<file path="src/rtl/ds2_ais_pkg.sv">
// Package: shared defaults and the per-window result record.
// Assumes: used by every module of the DS2 AIS detector.
package ds2_ais_pkg;

    localparam int unsigned DEF_CHANNELS   = 7;
    localparam int unsigned DEF_WIN_BITS   = 840;
    localparam int unsigned DEF_ZERO_LIMIT = 5;
    localparam int unsigned DEF_WORD_W     = 16;

    // Grade of one closing window, valid for the single cycle in which it closes.
    typedef struct packed {
        logic done;      // last strobed bit of the window is being taken
        logic ais_like;  // fewer than ZERO_LIMIT zeros, last bit included
    } win_grade_t;

endpackage

</file>
<file path="src/rtl/ds2_ais_window.sv">
// Module: ds2_ais_window
// Counts strobed bits into free-running windows of WIN_BITS. It also counts the
// zeros in each window, saturating at ZERO_LIMIT. When the last bit of a window
// is strobed in, it presents the window's grade combinationally.
// Assumes: bit_in is meaningful only when bit_en is high; reset is synchronous.
module ds2_ais_window
    import ds2_ais_pkg::*;
#(
    parameter int unsigned WIN_BITS   = DEF_WIN_BITS,
    parameter int unsigned ZERO_LIMIT = DEF_ZERO_LIMIT
) (
    input  logic       clk,
    input  logic       rst_n,
    input  logic       bit_en,
    input  logic       bit_in,
    output win_grade_t grade
);

    localparam int unsigned POS_W  = $clog2(WIN_BITS);
    localparam int unsigned ZC_W   = $clog2(ZERO_LIMIT + 1);
    localparam logic [POS_W-1:0] LAST_POS = POS_W'(WIN_BITS - 1);
    localparam logic [ZC_W-1:0]  ZC_MAX   = ZC_W'(ZERO_LIMIT);

    logic [POS_W-1:0] pos_q;
    logic [ZC_W-1:0]  zeros_q;
    logic [ZC_W-1:0]  zeros_with_bit;
    logic             at_last;

    // Zero count including the bit offered this cycle, held at the limit.
    always_comb begin
        zeros_with_bit = zeros_q;
        if (!bit_in && (zeros_q != ZC_MAX)) begin
            zeros_with_bit = zeros_q + 1'b1;
        end
    end

    assign at_last        = bit_en && (pos_q == LAST_POS);
    assign grade.done     = at_last;
    assign grade.ais_like = (zeros_with_bit < ZC_MAX);

    // Advance the window position and the zero count on each strobed bit.
    always_ff @(posedge clk) begin
        if (!rst_n) begin
            pos_q   <= '0;
            zeros_q <= '0;
        end else if (bit_en) begin
            if (at_last) begin
                pos_q   <= '0;
                zeros_q <= '0;
            end else begin
                pos_q   <= pos_q + 1'b1;
                zeros_q <= zeros_with_bit;
            end
        end
    end

    // the window position never leaves its range.
    a_r1_pos_in_range: assert property (@(posedge clk) disable iff (!rst_n)
        pos_q <= LAST_POS)
        else $error("window position beyond last bit");

    // without a strobe the window does not move.
    a_r1_idle_holds: assert property (@(posedge clk) disable iff (!rst_n)
        !bit_en |=> $stable(pos_q) && $stable(zeros_q))
        else $error("window state moved without strobe");

    // the zero counter saturates at the limit.
    a_r2_zero_saturates: assert property (@(posedge clk) disable iff (!rst_n)
        zeros_q <= ZC_MAX)
        else $error("zero counter beyond limit");

    // a closing window restarts at position zero.
    a_r1_wrap_to_zero: assert property (@(posedge clk) disable iff (!rst_n)
        at_last |=> (pos_q == '0) && (zeros_q == '0))
        else $error("window did not restart");

endmodule

</file>
<file path="src/rtl/ds2_ais_hyst.sv">
// Module: ds2_ais_hyst
// Keeps the grade of the previous window and applies the two-window rule.
// The flag takes the current grade only when it matches the previous one.
// Assumes: grade.done pulses for one cycle per window; reset is synchronous.
module ds2_ais_hyst
    import ds2_ais_pkg::*;
(
    input  logic       clk,
    input  logic       rst_n,
    input  win_grade_t grade,
    output logic       ais_flag
);

    logic prev_like_q;

    // Record each window's grade and confirm the flag on two matching grades.
    always_ff @(posedge clk) begin
        if (!rst_n) begin
            prev_like_q <= 1'b0;
            ais_flag    <= 1'b0;
        end else if (grade.done) begin
            prev_like_q <= grade.ais_like;
            if (grade.ais_like == prev_like_q) begin
                ais_flag <= grade.ais_like;
            end
        end
    end

    // two AIS-like windows in a row raise the flag.
    a_r3_set_on_pair: assert property (@(posedge clk) disable iff (!rst_n)
        grade.done && grade.ais_like && prev_like_q |=> ais_flag)
        else $error("flag not raised after two AIS-like windows");

    // two windows with many zeros in a row drop the flag.
    a_r4_clear_on_pair: assert property (@(posedge clk) disable iff (!rst_n)
        grade.done && !grade.ais_like && !prev_like_q |=> !ais_flag)
        else $error("flag not dropped after two errored windows");

    // between window boundaries the flag is frozen.
    a_r5_hold_between: assert property (@(posedge clk) disable iff (!rst_n)
        !grade.done |=> $stable(ais_flag))
        else $error("flag moved outside a window boundary");

    // a grade that differs from the previous one leaves the flag alone.
    a_r5_hold_on_mismatch: assert property (@(posedge clk) disable iff (!rst_n)
        grade.done && (grade.ais_like != prev_like_q) |=> $stable(ais_flag))
        else $error("flag moved on a single window");

endmodule

</file>
<file path="src/rtl/ds2_ais_monitor.sv">
// Module: ds2_ais_monitor
// Top of the DS2 AIS detector. It builds one window counter and one
// hysteresis stage per channel and packs the flags into a register word.
// Assumes: each strobe is already in the clk domain; WORD_W >= CHANNELS.
module ds2_ais_monitor
    import ds2_ais_pkg::*;
#(
    parameter int unsigned CHANNELS   = DEF_CHANNELS,
    parameter int unsigned WIN_BITS   = DEF_WIN_BITS,
    parameter int unsigned ZERO_LIMIT = DEF_ZERO_LIMIT,
    parameter int unsigned WORD_W     = DEF_WORD_W
) (
    input  logic                clk,
    input  logic                rst_n,
    input  logic [CHANNELS-1:0] bit_en,
    input  logic [CHANNELS-1:0] bit_in,
    output logic [WORD_W-1:0]   status_word
);

    localparam int unsigned PAD_W = WORD_W - CHANNELS;

    win_grade_t          grades [CHANNELS];
    logic [CHANNELS-1:0] flags;

    // One independent detector slice per channel.
    for (genvar ch = 0; ch < CHANNELS; ch++) begin : g_chan
        ds2_ais_window #(
            .WIN_BITS   (WIN_BITS),
            .ZERO_LIMIT (ZERO_LIMIT)
        ) u_window (
            .clk    (clk),
            .rst_n  (rst_n),
            .bit_en (bit_en[ch]),
            .bit_in (bit_in[ch]),
            .grade  (grades[ch])
        );

        ds2_ais_hyst u_hyst (
            .clk      (clk),
            .rst_n    (rst_n),
            .grade    (grades[ch]),
            .ais_flag (flags[ch])
        );
    end

    // Register word: flags in the low bits, reserved bits tied to zero.
    if (PAD_W > 0) begin : g_pad
        assign status_word = {{PAD_W{1'b0}}, flags};
    end else begin : g_nopad
        assign status_word = flags;
    end

    // one cycle after a reset edge, every flag reads zero.
    a_r8_reset_clears: assert property (@(posedge clk)
        !rst_n |=> (flags == '0))
        else $error("flags not cleared by reset");

endmodule

</file>
<file path="config.mk">
export PLATFORM = sky130hd
export DESIGN_NAME = ds2_ais_monitor
export DESIGN_NICKNAME = d
export VERILOG_FILES = /design/src/rtl/ds2_ais_pkg.sv /design/src/rtl/ds2_ais_window.sv /design/src/rtl/ds2_ais_hyst.sv /design/src/rtl/ds2_ais_monitor.sv
export SDC_FILE = /design/constraint.sdc
export NUM_CORES = 1
export LEC_CHECK = 0
export BUFFER_PORTS_ARGS = -buffer_cell sky130_fd_sc_hd__clkbuf_2
export CELL_PAD_IN_SITES_DETAIL_PLACEMENT = 0
export CELL_PAD_IN_SITES_GLOBAL_PLACEMENT = 1
export CORE_MARGIN = 2
export CORE_UTILIZATION = 42
export CTS_BUF_LIST = sky130_fd_sc_hd__clkbuf_2
export DETAILED_ROUTE_END_ITERATION = 12
export PLACE_DENSITY_LB_ADDON = 0.1
export SYNTH_ARGS = -nofsm -noshare
export SYNTH_HDL_FRONTEND = slang
export SYNTH_HIERARCHICAL = 1
export SYNTH_SLANG_ARGS = --single-unit
</file>
<file path="constraint.sdc">
create_clock -name clk -period 2.3 [get_ports clk]
set_clock_uncertainty 0.1 [all_clocks]
set_input_delay 0.46 -clock clk [delete_from_list [all_inputs] [get_ports clk]]
set_output_delay 0.46 -clock clk [all_outputs]
set_load 0.005 [all_outputs]
</file>
==> summary.md <==
| Metric | Value |
|---|---|
| Power per cell area | `480 nW/µm²` |
| Worst R2R Start | `g_chan[6].u_window/pos_q[0]` |
| Layout cells sized above 1 | `14.6%` |
| Max VDD drop | `0.317 mV` |
| Post-route ant nets | `0` |
| # nets final | `686` |
| Sw Share | `26.5%` |
| Int Pwr | `0.00213 W` |
| 1st-pass router iterations | `4` |
| IO buf count | `22` |
| Row cnt | `42` |
| CTS Buf Count | `9` |
| Critical Path Source Type | `register` |
| Comb pwr share | `9.8%` |
| Clock Sinks | `105` |
| Die area | `14500 µm²` |
| Vias in the first global route | `4136` |
| CP Class | `reg2reg` |
| Fin. Hold Viols | `0` |
| Post-synth EDFFs | `0` |
| MaxCap Viol Count | `0` |
| Most frequent cells after synthesis | `dfxtp_1 (105), nor2_1 (49), a21oi_1 (42), nand2_1 (42), nor3_1 (42)` |
| Final wirelength | `10.5 mm` |
| Most frequent cell after synthesis | `dfxtp_1` |
| Setup ws final | `0.370 ns` |
| N_diodes | `0` |
| Arr. time, crit path | `2.33 ns` |
| Gr usage total | `15.3%` |
| Latest clock arrival within the worst-skew pair | `0.59 ns` |
| Initial Util | `43.1%` |
| Clk root buf | `clkbuf_2` |
| Fin. max-slew vios | `0` |
| Worst-path maximum fanout | `5` |
| Leak | `2.13 nW` |
| Global-route wire length before repair | `18.4 mm` |
| Critical Path Sink | `g_chan[6].u_hyst/ais_flag` |
| Worst setup EP type | `register` |
| Yosys cell types | `35` |
| Final setup vio count | `0` |
| Min-delay worst type | `in2reg` |
| R2r setup slk | `0.37 ns` |
| Postcts setup bufs | `0` |
| CP delay by family, top | `simple AND/OR/NAND/NOR gates` |
| CP Depth | `6` |
| Initial antenna violation count | `0` |
| FFs w/ async S/R, synth | `0%` |
| Gr ovfl total | `0` |
| Chip height | `121 µm` |
| Largest cells by area after synthesis | `dfxtp_1 (37%), ha_1 (4.6%), a21oi_1 (3.7%)` |
| Vias per cell | `5.30` |
| Synth warn | `6` |
| Cell taking the most area after synthesis | `dfxtp_1` |
| Pre-CTS setup slack | `0.323 ns` |
| DR vias | `4391` |
| Syn-to-layout area delta | `5.81%` |
| Crit path time final | `1.93 ns` |
| Placed instance count | `814` |
| Worst R2R End | `g_chan[6].u_hyst/ais_flag` |
| Die W | `121 µm` |
| CP Cell Sequence | `ha_1 -> nand3_1 -> or3_4 -> clkinv_4 -> nand2b_1 -> a32o_1` |
| Htree depth | `3` |
| CP peak stage delay | `0.47 ns` |
| Post-DP Area | `5970 µm²` |
| Seq pwr share | `65.8%` |
| Top FF cell, synth | `dfxtp_1` |
| RSZ-0062 raised after global routing | `false` |
| Seq/Total Area, Yosys | `36.9%` |
| IO Count | `32` |
| Outcome | `complete, no violations` |
| DR iter-0 viols | `188` |
| CP Buf/Inv Count | `1` |
| Post-DP HPWL | `7.61 mm` |
| FILL cells | `1359` |
| DRC viols | `0` |
| Yosys reg bits | `105` |
| Post-DR wirelength/cell | `12.7 µm` |
| Synth Instances | `619` |
| GPL Wtd Cong | `0.791` |
| CTS tree | `built` |
| Worst EP required | `2.70 ns` |
| CTS Hold Bufs | `0` |
| CP max-delay cell | `or3_4` |
| Synthesized area | `5700 µm²` |
| Pin count of the biggest net entering global routing | `31` |
| Register-to-Register Path Depth | `6` |
| Switching power | `0.000768 W` |
| Post-cts sizing count | `0` |
| Max Root-Sink Buffers | `2` |
| Clock share of power | `24.4%` |
| Fmax | `518 MHz` |
| Final instance area | `6030 µm²` |
| Core ar. | `13200 µm²` |
| Non-Filler Instances | `828` |
| Worst-path clk slew | `0.27 ns` |
| Period Utilization, post-route | `83.9%` |
| Share of the synthesized area in the top cell type | `36.9%` |
| Setup TNS | `0 ns` |
| CP startpoint | `g_chan[6].u_window/pos_q[0]` |
| Syn avg cell area | `9.21 µm²` |
layer usage:
metal | share of wire [%] | GRT usage, % | up-vias
met2 | 47 | 25.4 | 41
met4 | 0.95 | 3.78 | 0
met5 | 0 | 0 | -
met1 | 48 | 19.2 | 2083
met3 | 3.2 | 4.95 | 5
li1 | - | - | 2262
logic make-up after synthesis:
| logic type | synth area share, % |
|---|---|
| and+or+nand+nor | 30.1 |
| AOI/OAI and AO/OA | 15.2 |
| DFF | 36.9 |
| buffers and inverters | 5.49 |
| xor gates and xnor gates | 6.45 |
| adders and majority gates | 4.61 |
| muxes | 1.23 |
| other | 0.0658 |
area by class of cell:
class	count	area [µm²]	area share (%)
inverter	21	114	1.89
tap	176	220	3.65
clock buffer	12	60.1	0.995
sequential	105	2100	34.8
multi-input combinational	478	3320	55.0
timing repair buffer	34	213	3.52
clock inverter	2	7.51	0.124
tightest hold or removal path, cell delays in order:
cell      delay [ns]
clkbuf_2        0.10
nor2b_1         0.06
a21oi_1         0.14
nor3_1          0.05
power by group through the flow:
stage,clock network (W),logic (W),registers [W]
floorplan,0,0.000217,0.00193
global placement,0,0.000282,0.00194
detailed placement,0,0.000284,0.00194
CTS,0.000769,0.000287,0.00191
global route,0.000849,0.000320,0.00192
finish,0.000706,0.000284,0.00191
worst min path at each step:
stage / start / endpoint / cells past startpoint
after floorplan: g_chan[0].u_window/pos_q[5] / g_chan[0].u_window/pos_q[5] / 2
after global placement: g_chan[5].u_window/pos_q[5] / g_chan[5].u_window/pos_q[5] / 2
after detailed placement: g_chan[5].u_window/pos_q[5] / g_chan[5].u_window/pos_q[5] / 2
after CTS: bit_in[1] / g_chan[1].u_window/zeros_q[2] / 4
after global routing: bit_in[1] / g_chan[1].u_window/zeros_q[2] / 4
final: bit_in[1] / g_chan[1].u_window/zeros_q[2] / 4
metrics by stage:
stage / hold slack (ns) / power [W] / util, %
after floorplan: 0.371 / 0.00215 / -
after global placement: 0.382 / 0.00222 / 45.1
after CTS: 0.0492 / 0.00296 / 45.6
final: 0.114 / 0.00290 / 45.6
after global routing: 0.0261 / 0.00309 / 45.6
after detailed placement: 0.394 / 0.00222 / 45.1
flip-flops by register name, indices dropped and copies added (netlist names):
name,flops
g_chan.u_window/zeros_q,21
g_chan.u_hyst/ais_flag,7
g_chan.u_hyst/prev_like_q,7
g_chan.u_window/pos_q,70
placed cells by master (no fill, tap or decap), types with 9 or more instances in the layout:
cell	instances
nor2b_1	14
inv_1	14
dfxtp_1	105
nand2b_1	21
a21oi_1	42
clkbuf_2	34
xnor2_1	21
o21ai_0	21
ha_1	21
nor2_1	49
nand4_1	14
xor2_1	21
nand3_1	28
conb_1	9
or3_1	14
nand2_1	42
a21o_1	14
buf_4	11
nor3_1	42
Note: power is estimated with default switching activity, not from simulation.
